File: src/rtl/nbs_pkg.sv
// Shared types for the NAND bus sequencer.
// Assumes: nothing beyond SystemVerilog-2017 enums.
package nbs_pkg;

    // Request sequencing phases, in the order a request walks through them.
    typedef enum logic [2:0] {
        SQ_IDLE,
        SQ_CMD,
        SQ_ADDR,
        SQ_DLY,
        SQ_RDY,
        SQ_DATA,
        SQ_FIN
    } sq_state_t;

    // Phases of one strobe pulse.
    typedef enum logic [1:0] {
        PH_IDLE,
        PH_LOW,
        PH_HIGH
    } pulse_ph_t;

endpackage

File: src/rtl/nbs_pulse_gen.sv
// One strobe pulse: low for max(low_cyc,1) cycles, then high for
// max(high_cyc,1) cycles. 'sample' marks the last low cycle and 'done'
// marks the last high cycle.
// Assumes: start is raised only while the generator is idle.
module nbs_pulse_gen
    import nbs_pkg::*;
#(
    parameter int TW = 4
) (
    input  logic          clk,
    input  logic          rst_n,
    input  logic          start,
    input  logic [TW-1:0] low_cyc,
    input  logic [TW-1:0] high_cyc,
    output logic          stb_low,
    output logic          sample,
    output logic          done
);

    pulse_ph_t     ph;
    logic [TW-1:0] cnt;
    logic [TW-1:0] lo_ld;
    logic [TW-1:0] hi_ld;

    // Reload values, with zero treated as one cycle.
    assign lo_ld = (low_cyc  == '0) ? '0 : low_cyc  - 1'b1;
    assign hi_ld = (high_cyc == '0) ? '0 : high_cyc - 1'b1;

    // Walk through the low and high phases of the pulse.
    always_ff @(posedge clk) begin
        if (!rst_n) begin
            ph  <= PH_IDLE;
            cnt <= '0;
        end else begin
            case (ph)
                PH_IDLE: begin
                    if (start) begin
                        ph  <= PH_LOW;
                        cnt <= lo_ld;
                    end
                end
                PH_LOW: begin
                    if (cnt == '0) begin
                        ph  <= PH_HIGH;
                        cnt <= hi_ld;
                    end else begin
                        cnt <= cnt - 1'b1;
                    end
                end
                PH_HIGH: begin
                    if (cnt == '0) ph <= PH_IDLE;
                    else           cnt <= cnt - 1'b1;
                end
                default: ph <= PH_IDLE;
            endcase
        end
    end

    assign stb_low = (ph == PH_LOW);
    assign sample  = (ph == PH_LOW)  && (cnt == '0);
    assign done    = (ph == PH_HIGH) && (cnt == '0);

endmodule

File: src/rtl/nbs_delay.sv
// Settle timer: after a start pulse, 'expired' rises in the
// max(dly,1)-th following cycle for one cycle.
// Assumes: start is raised only while the timer is not running.
module nbs_delay #(
    parameter int TW = 4
) (
    input  logic          clk,
    input  logic          rst_n,
    input  logic          start,
    input  logic [TW-1:0] dly,
    output logic          expired
);

    logic          run;
    logic [TW-1:0] cnt;

    // Count the delay down once started.
    always_ff @(posedge clk) begin
        if (!rst_n) begin
            run <= 1'b0;
            cnt <= '0;
        end else if (start) begin
            run <= 1'b1;
            cnt <= (dly == '0) ? '0 : dly - 1'b1;
        end else if (run) begin
            if (cnt == '0) run <= 1'b0;
            else           cnt <= cnt - 1'b1;
        end
    end

    assign expired = run && (cnt == '0);

endmodule

File: src/rtl/nandbus_seq.sv
// Request sequencer for one 8-bit asynchronous NAND device.
// It issues the opcode pulse, then the address pulses, then a settle
// delay and a wait for ready, then the data pulses.
// Assumes: fl_din is stable by the last low cycle of a read pulse, and
// fl_ready is asynchronous and is synchronized here.
module nandbus_seq
    import nbs_pkg::*;
#(
    parameter int MAX_ADDR    = 5,
    parameter int LEN_W       = 12,
    parameter int TW          = 4,
    parameter int SYNC_STAGES = 2,
    localparam int ACW        = $clog2(MAX_ADDR + 1)
) (
    input  logic                  clk,
    input  logic                  rst_n,
    input  logic                  req_valid,
    output logic                  req_ready,
    input  logic [7:0]            req_cmd,
    input  logic [ACW-1:0]        req_addr_cnt,
    input  logic [MAX_ADDR*8-1:0] req_addr,
    input  logic [LEN_W-1:0]      req_len,
    input  logic                  req_rd,
    input  logic                  req_prog,
    input  logic [TW-1:0]         cfg_low,
    input  logic [TW-1:0]         cfg_high,
    input  logic [TW-1:0]         cfg_wait,
    input  logic [7:0]            wr_data,
    output logic                  wr_take,
    output logic [7:0]            rd_data,
    output logic                  rd_valid,
    output logic                  done,
    output logic                  fl_sel_n,
    output logic                  fl_cmd_lat,
    output logic                  fl_adr_lat,
    output logic                  fl_wr_stb_n,
    output logic                  fl_rd_stb_n,
    output logic                  fl_lock_n,
    output logic [7:0]            fl_dout,
    output logic                  fl_doe,
    input  logic [7:0]            fl_din,
    input  logic                  fl_ready
);

    sq_state_t             st;
    logic                  issued;
    logic [7:0]            cmd_q;
    logic [MAX_ADDR*8-1:0] addr_q;
    logic [ACW-1:0]        acnt_q;
    logic [ACW-1:0]        aidx;
    logic [LEN_W-1:0]      len_q;
    logic [LEN_W-1:0]      dcnt;
    logic                  rd_q;
    logic                  prog_q;
    logic [7:0]            dout_q;
    logic [7:0]            byte_sel;
    logic [SYNC_STAGES-1:0] rdy_sh;
    logic                  ready_s;
    logic                  pg_start, pg_low, pg_sample, pg_done;
    logic                  dl_start, dl_exp;
    logic                  rd_phase;

    // Bring the asynchronous ready line into the clock domain.
    always_ff @(posedge clk) begin
        if (!rst_n) rdy_sh <= '0;
        else        rdy_sh <= {rdy_sh[SYNC_STAGES-2:0], fl_ready};
    end
    assign ready_s = rdy_sh[SYNC_STAGES-1];

    assign rd_phase = (st == SQ_DATA) && rd_q;
    assign pg_start = !issued && ((st == SQ_CMD) || (st == SQ_ADDR) || (st == SQ_DATA));
    assign dl_start = !issued && (st == SQ_DLY);
    assign wr_take  = pg_start && (st == SQ_DATA) && !rd_q;

    // Pick the byte that the next write pulse carries.
    always_comb begin
        case (st)
            SQ_ADDR: byte_sel = addr_q[{aidx, 3'b000} +: 8];
            SQ_DATA: byte_sel = wr_data;
            default: byte_sel = cmd_q;
        endcase
    end

    nbs_pulse_gen #(.TW(TW)) u_pulse (
        .clk      (clk),
        .rst_n    (rst_n),
        .start    (pg_start),
        .low_cyc  (cfg_low),
        .high_cyc (cfg_high),
        .stb_low  (pg_low),
        .sample   (pg_sample),
        .done     (pg_done)
    );

    nbs_delay #(.TW(TW)) u_settle (
        .clk     (clk),
        .rst_n   (rst_n),
        .start   (dl_start),
        .dly     (cfg_wait),
        .expired (dl_exp)
    );

    // Main request sequencer: opcode, addresses, settle, ready, data.
    always_ff @(posedge clk) begin
        if (!rst_n) begin
            st       <= SQ_IDLE;
            issued   <= 1'b0;
            cmd_q    <= '0;
            addr_q   <= '0;
            acnt_q   <= '0;
            aidx     <= '0;
            len_q    <= '0;
            dcnt     <= '0;
            rd_q     <= 1'b0;
            prog_q   <= 1'b0;
            dout_q   <= '0;
            rd_data  <= '0;
            rd_valid <= 1'b0;
            done     <= 1'b0;
        end else begin
            rd_valid <= 1'b0;
            done     <= 1'b0;
            if (pg_start) begin
                issued <= 1'b1;
                if (!rd_phase) dout_q <= byte_sel;
            end
            case (st)
                SQ_IDLE: begin
                    if (req_valid) begin
                        cmd_q  <= req_cmd;
                        addr_q <= req_addr;
                        acnt_q <= req_addr_cnt;
                        len_q  <= req_len;
                        rd_q   <= req_rd;
                        prog_q <= req_prog;
                        aidx   <= '0;
                        dcnt   <= '0;
                        issued <= 1'b0;
                        st     <= SQ_CMD;
                    end
                end
                SQ_CMD: begin
                    if (pg_done) begin
                        issued <= 1'b0;
                        st     <= (acnt_q != '0) ? SQ_ADDR : SQ_DLY;
                    end
                end
                SQ_ADDR: begin
                    if (pg_done) begin
                        issued <= 1'b0;
                        aidx   <= aidx + 1'b1;
                        if (aidx == acnt_q - 1'b1) st <= SQ_DLY;
                    end
                end
                SQ_DLY: begin
                    if (dl_start) issued <= 1'b1;
                    if (dl_exp) begin
                        issued <= 1'b0;
                        st     <= SQ_RDY;
                    end
                end
                SQ_RDY: begin
                    if (ready_s) st <= (len_q == '0) ? SQ_FIN : SQ_DATA;
                end
                SQ_DATA: begin
                    if (pg_sample && rd_q) begin
                        rd_data  <= fl_din;
                        rd_valid <= 1'b1;
                    end
                    if (pg_done) begin
                        issued <= 1'b0;
                        dcnt   <= dcnt + 1'b1;
                        if (dcnt == len_q - 1'b1) st <= SQ_FIN;
                    end
                end
                SQ_FIN: begin
                    done <= 1'b1;
                    st   <= SQ_IDLE;
                end
                default: st <= SQ_IDLE;
            endcase
        end
    end

    assign req_ready   = (st == SQ_IDLE);
    assign fl_sel_n    = (st == SQ_IDLE);
    assign fl_cmd_lat  = (st == SQ_CMD);
    assign fl_adr_lat  = (st == SQ_ADDR);
    assign fl_doe      = (st == SQ_CMD) || (st == SQ_ADDR) || ((st == SQ_DATA) && !rd_q);
    assign fl_wr_stb_n = !(pg_low && !rd_phase);
    assign fl_rd_stb_n = !(pg_low && rd_phase);
    assign fl_lock_n   = (st != SQ_IDLE) && prog_q;
    assign fl_dout     = dout_q;

endmodule

File: config.mk
export PLATFORM = sky130hd
export DESIGN_NAME = nandbus_seq
export DESIGN_NICKNAME = d
export VERILOG_FILES = /design/src/rtl/nbs_pkg.sv /design/src/rtl/nbs_pulse_gen.sv /design/src/rtl/nbs_delay.sv /design/src/rtl/nandbus_seq.sv
export SDC_FILE = /design/constraint.sdc
export NUM_CORES = 1
export LEC_CHECK = 0
export BUFFER_PORTS_ARGS = -buffer_cell sky130_fd_sc_hd__buf_2
export CAP_MARGIN = 10
export CORE_MARGIN = 5
export CORE_UTILIZATION = 40
export CTS_BUF_LIST = sky130_fd_sc_hd__clkbuf_8 sky130_fd_sc_hd__clkbuf_16
export CTS_CLUSTER_DIAMETER = 50
export DETAILED_ROUTE_END_ITERATION = 8
export PLACE_DENSITY_LB_ADDON = 0.05
export SLEW_MARGIN = 0
export SYNTH_ARGS = -nofsm -noshare
export SYNTH_HDL_FRONTEND = slang
export SYNTH_SLANG_ARGS = --single-unit
File: constraint.sdc
create_clock -name clk -period 3 [get_ports clk]
set_input_delay 0.6 -clock clk [delete_from_list [all_inputs] [get_ports clk]]
set_output_delay 0.6 -clock clk [all_outputs]
set_load 0.02 [all_outputs]
Word-level counts from Yosys, hierarchy flattened
Index checks and enable logic that the tools add are counted.

Output and inout port bits: 27. Word-level logic and storage cells: 142. Bits of input ports: 97. Flip-flop bits (word level): 115.

Reductions and logical operators: 46. Equality and inequality tests: 23. Bitwise operators: 1. Shift operators: 1. $add $sub $neg: 9. Muxes and demuxes: 43.

Operator list (count): $shiftx A40 B7 Y8 (1); $mux W4 (9); $mux W3 (10); $mux W12 (2); $pmux W12 S2 (1); $logic_not A4 Y1 (5); $sub A4 B1 Y4 const B (5); $pmux W3 S6 (1); $pmux W8 S2 (1); $ne A2 B2 Y1 const B (7); $logic_and A1 B1 Y1 (13); $add A12 B1 Y12 const B (1); $eq A12 B12 Y1 (1); $logic_not A12 Y1 (1); $ne A2 B1 Y1 const B (6); $pmux W4 S3 (1); $reduce_and A3 Y1 (4); $sub A12 B1 Y12 const B (1); $mux W1 (11); $reduce_and A2 Y1 (5); $eq A3 B3 Y1 const B (3); $reduce_bool A3 Y1 (3); $mux W2 (4); $reduce_and A8 Y1 (1); 17 further kinds (26).

Depth between registers and ports, before layout
Gate-level depths: netlist (run 1).

Depth in word-level cells: 8. Gate-level depth with buffers: 9. Mapped depth without buffers: 8.

Hierarchy
Synthesis (run 1) repeated with hierarchy kept, for this count alone.

Cells, all modules: 690. Area, all modules: 5710.5 um^2.

Modules (own cells, without submodules): nandbus_seq (area each 4759.6 um^2, times used 1, cells each 579, seq. area each 2082.0 um^2); nbs_pulse_gen (area each 620.6 um^2, times used 1, cells each 69, seq. area each 120.1 um^2); nbs_delay (area each 330.3 um^2, times used 1, cells each 42, seq. area each 100.1 um^2).

Worst setup path after synthesis (run 1)
Ideal clock, no wire load.

Kind: register to register. Start point: register st[0]. End point: register dcnt[10]. Cell stages (with the launch flop): 8. Setup slack: 718 ps. Data required time: 2929 ps. Path buffers: 1. Clock period less this slack: 2282 ps. Arrival: 2211 ps. Setup time: 71 ps. Path through: dfxtp_1 -> clkbuf_1 -> nor3_1 -> nand2_1 -> o21ai_1 -> nand4_1 -> or3_1 -> a21oi_1.

Cells in the longest elaborated chain, start to end: 3. Elaborated cells on any way between the ends: 7. Those cells by class: 3 x eq/ne; 1 x mux; 3 x reduce/logical.

RTL lines: start: declaration (line nandbus_seq.sv:45) `sq_state_t st;`; start signal: assignment (line nandbus_seq.sv:145) `st <= (acnt_q != '0) ? SQ_ADDR : SQ_DLY;`; start signal: assignment (line nandbus_seq.sv:163) `if (ready_s) st <= (len_q == '0) ? SQ_FIN : SQ_DATA;`; $logic_not A3 Y1 *; net fl_sel_n (line nandbus_seq.sv:33) `output logic fl_sel_n,`; $ne A2 B2 Y1 (no line) / $reduce_bool A2 Y1 (equally long branches); $reduce_and A3 Y1 (no line); end signal: assignment (line nandbus_seq.sv:172) `dcnt <= dcnt + 1'b1;`; end: declaration (line nandbus_seq.sv:52) `logic [LEN_W-1:0] dcnt;`.

The timed path passes the listed nets; every way through them passes the cells marked *. A chain may end at the register's enable or synchronous reset.

Worst setup path after layout (run 1)
Start point: register st[2]. End point: output fl_doe.

Cells in the longest elaborated chain, start to end: 3. Elaborated cells on any way between the ends: 6. Those cells by class: 3 x eq/ne; 3 x reduce/logical.

RTL lines: $eq A3 B1 Y1 (tied with other cells) (line nandbus_seq.sv:189) `assign fl_doe = (st == SQ_CMD) || (st == SQ_ADDR) || ((st == SQ_DATA) && !rd_q);`; $logic_or A1 B1 Y1 / $logic_and A1 B1 Y1 (equally long branches) (line nandbus_seq.sv:189); $logic_or A1 B1 Y1 * (line nandbus_seq.sv:189); end: declaration (line nandbus_seq.sv:40) `output logic fl_doe,`.

Every way passes the cells marked *; elsewhere a longest branch is shown, timed or not.

==> summary.md, run 1 <==
The flow ran to the end, and the final reports show no timing, DRC or antenna violations. After technology mapping, the gate count stands at 703. The synthesized-area fraction occupied by xor and xnor cells was 0.0470. The flip-flop and latch count after synthesis is 115, and the pin count of the biggest net entering global routing is 67. Pin placement for this block handled 124 I/O pins. Dividing the synthesized area by the synthesized cell count gives 7.96 µm². The critical path startpoint category is a flip-flop.

The relative slew slack is 0.441. In this run the critical register-to-register path is launched from u_pulse.cnt[0]. The fraction of the mapped netlist area in compound gates is 0.189, and the width of the die is 128 µm. The share of synthesized registers carrying an async set or reset works out to 0. The tools report the number of nets still failing antenna checks after routing as 0.

The tools report the global-route usage over all layers as 0.192. Of all nets on the critical path, the largest fanout is 16. The growth of design area from synthesis to finish was 24.7%; the number of antenna violations at the first check in global routing was 0. For the final weighted congestion of routability-driven global placement, the log shows 0.840. In the routed design, unresolved DRC markers number 0. The part of the cycle the worst path needs is 0.916. The dominant delay contributor by cell family on the critical path was flip-flops. CTS saw 115 sinks. The simple-gate portion of the synthesized area is 0.225. For this run, the leading register cell type out of synthesis is sky130_fd_sc_hd__dfxtp_1. Final critical path time including I/O delays and setup: 2.75 ns. TritonCTS built the clock tree. In the layout the commonest cells are sky130_fd_sc_hd__nand2_1, sky130_fd_sc_hd__buf_2, sky130_fd_sc_hd__dfxtp_1.

Setup repair after global routing left no endpoint under its margin. The run gives 0.234 as the met1 usage. The final max-slew violation count came out at 0.

No sink is reached through more buffers than the 2 on the longest clock path. In this run, synthesis inferred 0 flip-flops with an integrated enable. The root cell of the clock tree is sky130_fd_sc_hd__clkbuf_16. The logs give 364 MHz for the fmax and 43 for the cell row count. The wire-length estimate of the detail-placed layout is 11300 µm.

The logs give 0.322 for the met2 track demand over resource in global routing and 1439 for the number of filler instances in the final layout. The number of hold violations in the final report came out at 0. The min-delay analysis places its worst path in the category input pin to flip-flop. The tools report the first-pass GRT wire length as 25000 µm. The share of synthesized cell area in full adder, half adder and majority cells works out to 0.0335. The portion of the post-synthesis area used by sequential elements came out at 0.411.

The most used routing layer in global routing is met2. Clock latency on the worst-skew pair, taken at its later pin, is 0.42 ns. The area fraction of the dominant cell type after synthesis was 0.411. Buffers placed on the I/O ports in this run total 123. On the worst path, the slowest cell contributes a delay of 0.68 ns. The tools report the cell area after synthesis as 0.00560 mm². The tools report the detailed router's first-iteration violation count as 272. Across the VDD grid, the largest voltage drop is 0.000450 V. Ranked by total cell area, the synthesized netlist is headed by sky130_fd_sc_hd__dfxtp_1, sky130_fd_sc_hd__nand2_1, sky130_fd_sc_hd__a21oi_1. By area, the combinational part of the netlist is dominated by simple AND/OR/NAND/NOR gates. For this run, the detailed router's first-pass iteration total came to 4. The actual slew at the worst max-slew pin was 0.836 ns. The largest individual stage delay along the critical path comes from the cell sky130_fd_sc_hd__dfxtp_1.

Max-cap violations in this run came to 0. The worst hold path begins at fl_ready. The die footprint came out at 0.0165 mm².

The share of post-route cells with drive strength above 1 is 0.220, and the clock buffer count from CTS is 17. The share of cell area taken by muxes after synthesis came out at 0.0501. The vias after detailed routing was 5172. The combined buffer and inverter count along the critical path works out to 3.

The power density of the placed cells was 855 mW/mm². The analysis attributes to cell leakage a power of 2.90 nW. The largest area contributor in the synthesized netlist was sky130_fd_sc_hd__dfxtp_1. Counting every net in the synthesized netlist gives 815. Leaving out fill and tap cells, the most frequent cell in the layout is sky130_fd_sc_hd__nand2_1. The tools report the global routing usage on met3 as 0.0517.

The net count of the finished layout is 924. After clock tree synthesis, the clock-pin slew on the worst setup and hold paths is 0.05 ns. Measured along the y axis, the die boundary spans 128 µm. Traced cell by cell, the critical path runs through nor2_1 -> nand2_1 -> inv_2 -> a21oi_1 -> inv_1 -> buf_2. The post-CTS setup buffer count is 0, and the yosys synthesis warning count is 0. After detailed routing, the number of vias per cell comes to 5.15. The H-tree generated during clock tree synthesis spans 4 levels.

The number of global-route vias before repair is 5213, and the unique cell type count in the Yosys netlist is 58. The tools report the total chip power as 0.00597 W. Data on the critical path is required at its endpoint by 2.40 ns.

The tools report the worst setup path startpoint as st[2]. The worst setup path is of the flip-flop to primary output kind. The run gives 0.0138 mm² as the placeable core region. The routed wire length was 15300 µm; the arrival time of data at the critical path endpoint was 2.15 ns. Dividing the detail-routed wire length by the instance count gives 15.3 µm.

The worst setup path is captured at a primary output. Post-CTS repair changed the size of 0 cells. The slack of the worst reg-to-reg path was 0.51 ns; the number of hold-repair buffers added at the cts stage was 0.

0 antenna diodes ended up in the layout. The effective utilization at floorplan is 0.406. Setup total negative slack on the finished layout was measured at 0 ns. Across the routed clock network, the largest skew measured is 0.0173 ns. Setup violations remaining at the end of the flow were counted as 0. The tools report the total overflow reported by the global router as 0.
-- cell type report --
class / count / area, µm² / share of cell area
multi-input combinational: 525 / 3050 / 0.438
sequential: 115 / 2300 / 0.330
timing repair buffer: 133 / 691 / 0.0990
clock buffer: 20 / 467 / 0.0669
tap: 180 / 225 / 0.0323
clock inverter: 11 / 161 / 0.0231
inverter: 20 / 75.1 / 0.0108
-- cell families after synthesis --
kind of cell,after synthesis
AOI/OAI and AO/OA,177
xor gates and xnor gates,30
adders and majority gates,15
buffers and inverters,63
DFF,115
muxes,18
and+or+nand+nor,285
-- path summary, 6_finish.rpt --
path,endpoint,depth (start not counted)
hold / removal,rdy_sh[0],2
setup reg to reg,dcnt[8],8
hold reg to reg,rdy_sh[1],1
setup / recovery,fl_doe,6
-- flip-flops by register name (all words and copies together), names as in the netlist, 3 cells and up --
signal / cells
dcnt: 12
acnt_q: 3
u_settle.cnt: 4
cmd_q: 8
aidx: 3
rd_data: 8
fl_dout: 8
len_q: 12
u_pulse.cnt: 4
st: 3
addr_q: 40
-- synth_stat cells, types with 3 or more instances --
cell and number:
sky130_fd_sc_hd__ha_1 15, sky130_fd_sc_hd__a22oi_1 11, sky130_fd_sc_hd__nand3_1 8, sky130_fd_sc_hd__a31oi_1 3, sky130_fd_sc_hd__buf_1 3, sky130_fd_sc_hd__or3_1 8, sky130_fd_sc_hd__a21oi_1 92, sky130_fd_sc_hd__o31ai_1 5
sky130_fd_sc_hd__xor2_1 17, sky130_fd_sc_hd__mux2i_1 10, sky130_fd_sc_hd__nand2_1 162, sky130_fd_sc_hd__nor3_1 13, sky130_fd_sc_hd__a211oi_1 5, sky130_fd_sc_hd__xnor2_1 13, sky130_fd_sc_hd__and2_1 4, sky130_fd_sc_hd__clkbuf_1 38
sky130_fd_sc_hd__o211ai_1 4, sky130_fd_sc_hd__inv_1 17, sky130_fd_sc_hd__nand4_1 6, sky130_fd_sc_hd__a221oi_1 9, sky130_fd_sc_hd__mux4_2 8, sky130_fd_sc_hd__nand2b_1 4, sky130_fd_sc_hd__dfxtp_1 115, sky130_fd_sc_hd__o221ai_1 4
sky130_fd_sc_hd__and3_1 3, sky130_fd_sc_hd__nor2_1 57, sky130_fd_sc_hd__o21ai_0 28
-- power breakdown --
part / internal, W / switching [W] / leakage, nW
Clock: 0.00144 / 0.000697 / 0.316
Sequential: 0.00179 / 0.000231 / 0.939
Combinational: 0.000690 / 0.00112 / 1.64
Total: 0.00392 / 0.00204 / 2.90
-- stage by stage --
stage | instances | utilization | instance area, µm² | setup WS, ns | hold slack [ns]
5_1_grt | 1004 | 0.506 | 6980 | 0.0818 | 0.393
2_1_floorplan | 703 | - | 5600 | 0.718 | 0.412
3_5_place_dp | 973 | 0.461 | 6350 | 0.533 | 0.422
3_3_place_gp | 973 | 0.461 | 6350 | 0.685 | 0.420
6_report | 1004 | 0.506 | 6980 | 0.253 | 0.389
4_1_cts | 1004 | 0.506 | 6980 | 0.250 | 0.375
-- per-layer routing --
layer / share of wire / wire length [µm] / vias to the layer above
li1: - / - / 2657
met4: 0.016 / 240 / 0
met5: 0 / 0 / -
met3: 0.038 / 577 / 19
met2: 0.50 / 7680 / 94
met1: 0.45 / 6830 / 2402
(Power assumes the default switching activity.)
==> run 2: changes to the inputs <==
clock period = 2.3 ns   (was 3 ns; I/O delays follow)
==> run 2 against run 1 <==
Effect of this change:
- die area stayed put
- largest power group unchanged
- flip-flop and latch count did not move
- clock-buffer cell count down 3
- power rose by 37%
- non-clock buffer count rose by 18
- clock power increased by 41%
- clock skew decreased by 0.0068 ns
- register-to-register slack lost 0.43 ns
- via count increased by 2.7%
- routed wire length grew 1.7%
- critical path type is now flip-flop to flip-flop
- combinational power rose by 40%
==> summary.md, run 2 (synthesized netlist as in run 1, its figures left out) <==
Most flop-heavy register: addr_q. The core region is 0.0138 mm². The tools report the routed wire length as 15600 µm. Leaving out fill and tap cells, the most frequent cells in the layout are sky130_fd_sc_hd__nand2_1, sky130_fd_sc_hd__buf_2, sky130_fd_sc_hd__dfxtp_1. After detailed routing, the average wire length per cell comes to 15.2 µm.

The run finished with clean final reports. Detailed-router iteration count before antenna repair: 5. Per-cell via count in the routed design: 5.19. The worst clock skew was 0.0104 ns; the worst supply voltage drop on vdd was 0.000722 V. The layout has 1375 filler cells. Routability-driven placement finished with a final weighted congestion of 0.819. The power density of the placed cells works out to 1130 mW/mm². Setup repair after global routing could not meet its margin everywhere. The library cell used most frequently in the layout, excluding fill and tap cells, is sky130_fd_sc_hd__nand2_1. Summing over every cut layer, the via total after detailed routing is 5311.

Counting along the longest clock path gives a buffer depth of 2. In this design, the critical path's most frequently occurring cell is sky130_fd_sc_hd__or4_4. The share of post-route cells with drive strength above 1 was 0.257; the fmax was 451 MHz.

The number of flip-flops under the largest register name was 40. The tools report the pin count of the biggest net entering global routing as 67. For the pin with the worst max-slew slack, the measured transition is 0.538 ns. In this run, CTS created clock tree buffers numbering 17. The class of the most critical setup path is flip-flop to flip-flop. The root buffer cell chosen for the clock tree is sky130_fd_sc_hd__clkbuf_16. The die outline height works out to 128 µm. Once detail routing completed, the nets flagged for antenna violations numbered 0. Critical path startpoint category: a flip-flop. Detailed placement finished with a half-perimeter wire length of 11500 µm. STA classifies the critical path endpoint as a flip-flop. Clock tree synthesis found a total of 115 sinks. Setup violations remaining at the end of the flow were counted as 0. Part of the cycle the worst path needs: 0.964.

For this design, the slowest cell found on the critical path is sky130_fd_sc_hd__or4_4. Including well taps, the total number of placed cells is 990. After detailed routing, the number of remaining DRC violations is 0. The global-route usage over all layers is 0.194, and the final critical path time including I/O delays and setup is 2.22 ns.

On the worst path, the slowest cell contributes a delay of 0.55 ns. Port buffer count: 123. For the number of hold violations in the final report, the log shows 0. For this design the top-level I/O count stands at 124. The largest registers in the layout are addr_q: 40 flops, dcnt: 12 flops, len_q: 12 flops.

The relative slew slack is 0.641. The total chip power was 0.00819 W; the effective utilization at floorplan was 0.406. The run gives 0.41 ns as the clock latency on the worst-skew pair.

In this run the number of H-tree levels came out at 4. The clock transition time at the flip-flop clock pins of the worst setup and hold paths is 0.05 ns, and the critical path data required time is 2.62 ns. The logs give 0 for the max-cap violation count and 942 for the net total in the final layout. The worst min-delay path class is input pin to flip-flop.

After floorplanning, the core was divided into 43 placement rows. The width of the die is 128 µm. Highest net fanout along the worst path: 7.

The growth of design area from synthesis to finish is 29.5%, and the number of global-route vias before repair is 5283. The leakage power summed over all cells is 3.02 nW, and the number of antenna cells inserted is 0. The detailed router finished its first iteration with 310 violations.

The number of standard cells in the layout, taps in and fillers out is 1023, and the total overflow reported by the global router is 0. The number of antenna violations at the first check in global routing is 0. The final max-slew violation count is 0. Traced cell by cell, the critical path runs through or4_4 -> nor3_2 -> xnor2_1 -> or4_4 -> a21o_1 -> a221oi_2. TritonCTS built the clock tree. At the worst endpoint, the arrival time is 2.53 ns.

The die covers 0.0165 mm². The tools report the first-pass GRT wire length as 25400 µm.
-- run 2: changes by cell type in the layout (fill, tap and decap cells not counted), moves of 3 or more --
cell,delta
sky130_fd_sc_hd__dfxtp_1,-7
sky130_fd_sc_hd__inv_6,+4
sky130_fd_sc_hd__clkbuf_8,-3
sky130_fd_sc_hd__buf_4,+16
sky130_fd_sc_hd__dfxtp_2,+5
-- run 2: report_power, final --
group	switching, W	internal [W]	total, W
clock network	0.000979	0.00204	0.00302
registers	0.000295	0.00234	0.00264
logic	0.00149	0.00104	0.00253
total	0.00277	0.00543	0.00819
-- run 2: final cells by class --
cell class,count,area [µm²],share of cell area
clock buffer,17,425,0.0587
sequential,115,2320,0.320
inverter,20,75.1,0.0104
timing repair buffer,151,851,0.117
multi-input combinational,525,3100,0.428
tap,180,225,0.0311
clock inverter,15,253,0.0349
-- run 2: worst max-delay path: cells and delay by family (launching register included) --
kind                      cells  cell delay, ns
and+or+nand+nor               3            1.29
DFF                           1            0.38
AOI/OAI and AO/OA             2            0.37
xor gates and xnor gates      1            0.09
-- run 2: final timing paths --
path                                 from        end  slack (ns)  cells after the start
worst min-delay path             fl_ready  rdy_sh[0]        0.25                      2
worst max register to register   len_q[3]      st[1]        0.08                      6
worst max-delay path             len_q[3]      st[1]        0.08                      6
worst min register to register  rdy_sh[0]  rdy_sh[1]        0.44                      1
-- run 2: layer usage --
layer	vias up	routed length [µm]	GRT usage
met4	0	340	0.0705
met1	2470	6930	0.242
met2	120	7600	0.319
met5	-	0	0
li1	2695	-	-
met3	26	718	0.0563
-- run 2: what timing repair did --
action / 4_1_cts / 5_1_grt
hold endpoints to repair: 0 / 0
buffers inserted: 0 / 1
hold buffers: 0 / 0
pin swaps: 0 / 1
setup endpoints to repair: 1 / 12
resized for setup: 1 / 18
-- run 2: stage by stage --
stage	hold WS [ns]	area, µm²	util	setup slack (ns)	setup TNS [ns]
after floorplan	0.412	5600	-	0.0182	0
after global placement	0.440	6500	0.472	0.141	0
after detailed placement	0.438	6500	0.472	0.0294	0
after CTS	0.238	7180	0.521	0.00570	0
after global routing	0.231	7250	0.526	-0.0173	-0.0173
final	0.255	7250	0.526	0.0821	0
==> run 3: changes to the inputs <==
clock period = 1.9 ns   (was 2.3 ns; I/O delays follow)
==> run 3 against run 2 <==
Effect of this change:
- the flow now finishes with violations (setup timing)
- largest cell class unchanged
- clock-buffer cell count increased by 2
- routed wire length increased by 3.6%
- critical path type unchanged
- final cell count rose by 5.0%
- clock skew barely moved
==> summary.md, run 3 (synthesized netlist as in run 1, its figures left out) <==
The sequential cells in the finished layout cover a total of 0.00233 mm². The layout has 1332 filler cells. Library cell contributing the largest single delay on the critical path: sky130_fd_sc_hd__or4_4.

The die outline height is 128 µm, and the fmax is 466 MHz. The tools report the worst clock skew as 0.0107 ns. Leaving out filler cells and counting taps, the final layout contains 1074. The run finished, with violations left. The largest registers in the layout are addr_q: 40 flops, dcnt: 12 flops, len_q: 12 flops. The congestion estimate from routability-driven global placement came to 0.907. The area taken by multi-input logic gates came out at 0.00329 mm². The cell depth of the worst min-delay path is 2.

The clock sink count came out at 115. The most flop-heavy register was addr_q. The critical path is of the flip-flop to flip-flop type.

The number of flip-flops under the largest register name was 40; the clock transition time at the flip-flop clock pins of the worst setup and hold paths was 0.05 ns. Leaving out fill and tap cells, the most frequent cell in the layout is sky130_fd_sc_hd__nand2_1. The top cell types in the final layout, fill and taps aside, are sky130_fd_sc_hd__nand2_1, sky130_fd_sc_hd__buf_2, sky130_fd_sc_hd__dfxtp_1. The setup TNS came out at -0.413 ns. The critical path data required time was 2.22 ns; the clock buffer count from CTS was 17. The HPWL reported at the end of detailed placement was 11900 µm.

After detailed routing, the average wire length per cell comes to 15.0 µm. The utilization of the core after routing is 0.569, and the number of cells traversed by the worst register-to-register path is 6. The per-cell via count in the routed design is 5.13, and the number of placed instances with taps included is 1034. The largest single stage delay on the critical path is 0.58 ns. The pin count of the biggest net entering global routing came out at 64. The tree is rooted in a sky130_fd_sc_hd__clkbuf_16. Traced cell by cell, the critical path runs through or4_4 -> nor3_4 -> xnor2_1 -> or4_4 -> a21o_1 -> a221oi_2.

Before antenna repair, the detailed router went through 4 iterations. The number of antenna cells inserted came out at 0. TritonCTS built the clock tree. Clock latency on the worst-skew pair, taken at its later pin, is 0.42 ns. The first routing iteration left 293 violations. The effective utilization at floorplan is 0.406.

The share of post-route cells with drive strength above 1 came out at 0.339. The path class of the tightest hold or removal check is input pin to flip-flop. Placeable core region: 0.0138 mm².

Setup violations remaining at the end of the flow were counted as 2. The number of antenna violations at the first check in global routing is 0, and the power density of the placed cells is 1320 mW/mm². The tools report the final max-slew violation count as 0. The part of the cycle the worst path needs was 1.13; the global-route usage over all layers was 0.199. The max-cap violation count was 0. Relative to the synthesized area, the layout overhead comes to 40.1%. Most common cell type on the critical path: sky130_fd_sc_hd__or4_4. Wires add up to 16200 µm. Setup repair after global routing could not meet its margin everywhere.

The die is 128 µm wide. The final critical path time including I/O delays and setup came out at 2.15 ns. The run gives 0 as the number of nets still failing antenna checks after routing.

The category of the worst setup path capture point was a flip-flop. Row generation in the floorplan step produced 43 rows. At the worst endpoint, the arrival time is 2.46 ns. At the pin with the least slew margin, the transition time is 0.514 ns.

Critical path startpoint category: a flip-flop. The final reports fail on setup timing. The number of hold violations in the final report came out at 0. In this run the tool buffered the top-level ports with 123 buffer cells. The tools report the number of buffers on the longest clock path as 2. The H-tree generated during clock tree synthesis spans 4 levels. For the worst setup slack after placement, the log shows -0.220 ns. The routed layout has 5513 vias. The number of global-route vias before repair is 5496, and the total overflow reported by the global router is 0. Hold is met by 0.169 ns. In the routed design, unresolved DRC markers number 0.

124 I/O pins were placed. The relative slew slack is 0.657. Of all nets on the critical path, the largest fanout is 4.

The worst path setup slack after routing was -0.246 ns; the net total in the final layout was 993. The first global-routing pass estimated 26100 µm of wire. The tools report the die footprint as 0.0165 mm². The run gives 3.32 nW as the leakage power summed over all cells. The worst-case IR drop observed on VDD is 0.000734 V.
==> run 3: cell count changes in the layout (fill, tap and decap cells not counted), sizes merged <==
cell	delta
buf	+51
bufinv	-3
clkbuf	+2
clkinvlp	+1
==> run 3: path summary, 6_finish.rpt <==
check             slack (ns)         to      start
hold reg to reg         0.43  rdy_sh[1]  rdy_sh[0]
hold / removal          0.17  rdy_sh[0]   fl_ready
setup / recovery       -0.25      st[1]   len_q[4]
setup reg to reg       -0.25      st[1]   len_q[4]
==> run 3: critical path: cells and delay by family, from the launching register on <==
kind	cells	cell delay, ns
AO/OA/AOI/OAI	2	0.39
XOR/XNOR	1	0.09
flip-flops	1	0.34
AND/OR/NAND/NOR	3	1.22
==> run 3: per-layer routing <==
metal | global-route usage | part of all wire | up-vias
met5 | 0 | 0 | -
met1 | 0.243 | 0.43 | 2577
met4 | 0.0749 | 0.020 | 0
met2 | 0.340 | 0.50 | 114
met3 | 0.0471 | 0.046 | 20
li1 | - | - | 2802
==> run 3: power breakdown <==
part           total [W]  switching (W)  leakage, nW  internal (W)
Sequential       0.00321       0.000365        0.945       0.00285
Clock            0.00331        0.00115        0.308       0.00217
Combinational    0.00383        0.00205         2.07       0.00178
==> run 3: layout make-up <==
cell class                 count  area share
clock buffer                  19      0.0592
clock inverter                13      0.0198
inverter                      20     0.00958
multi-input combinational    525       0.420
sequential                   115       0.297
tap                          180      0.0287
timing repair buffer         202       0.166
==> run 3: stage by stage <==
step,area (µm²),power (W)
after floorplan,5670,0.00535
after global placement,6930,0.00664
after detailed placement,6930,0.00671
after CTS,7640,0.0102
after global routing,7840,0.0110
final,7840,0.0104
==> run 3: what timing repair did <==
item                                    CTS  global route
hold buffers                              0             0
resized for setup                        20            42
setup buffers                             2             6
endpoints found under the setup margin   23            29
pin swaps                                10            16
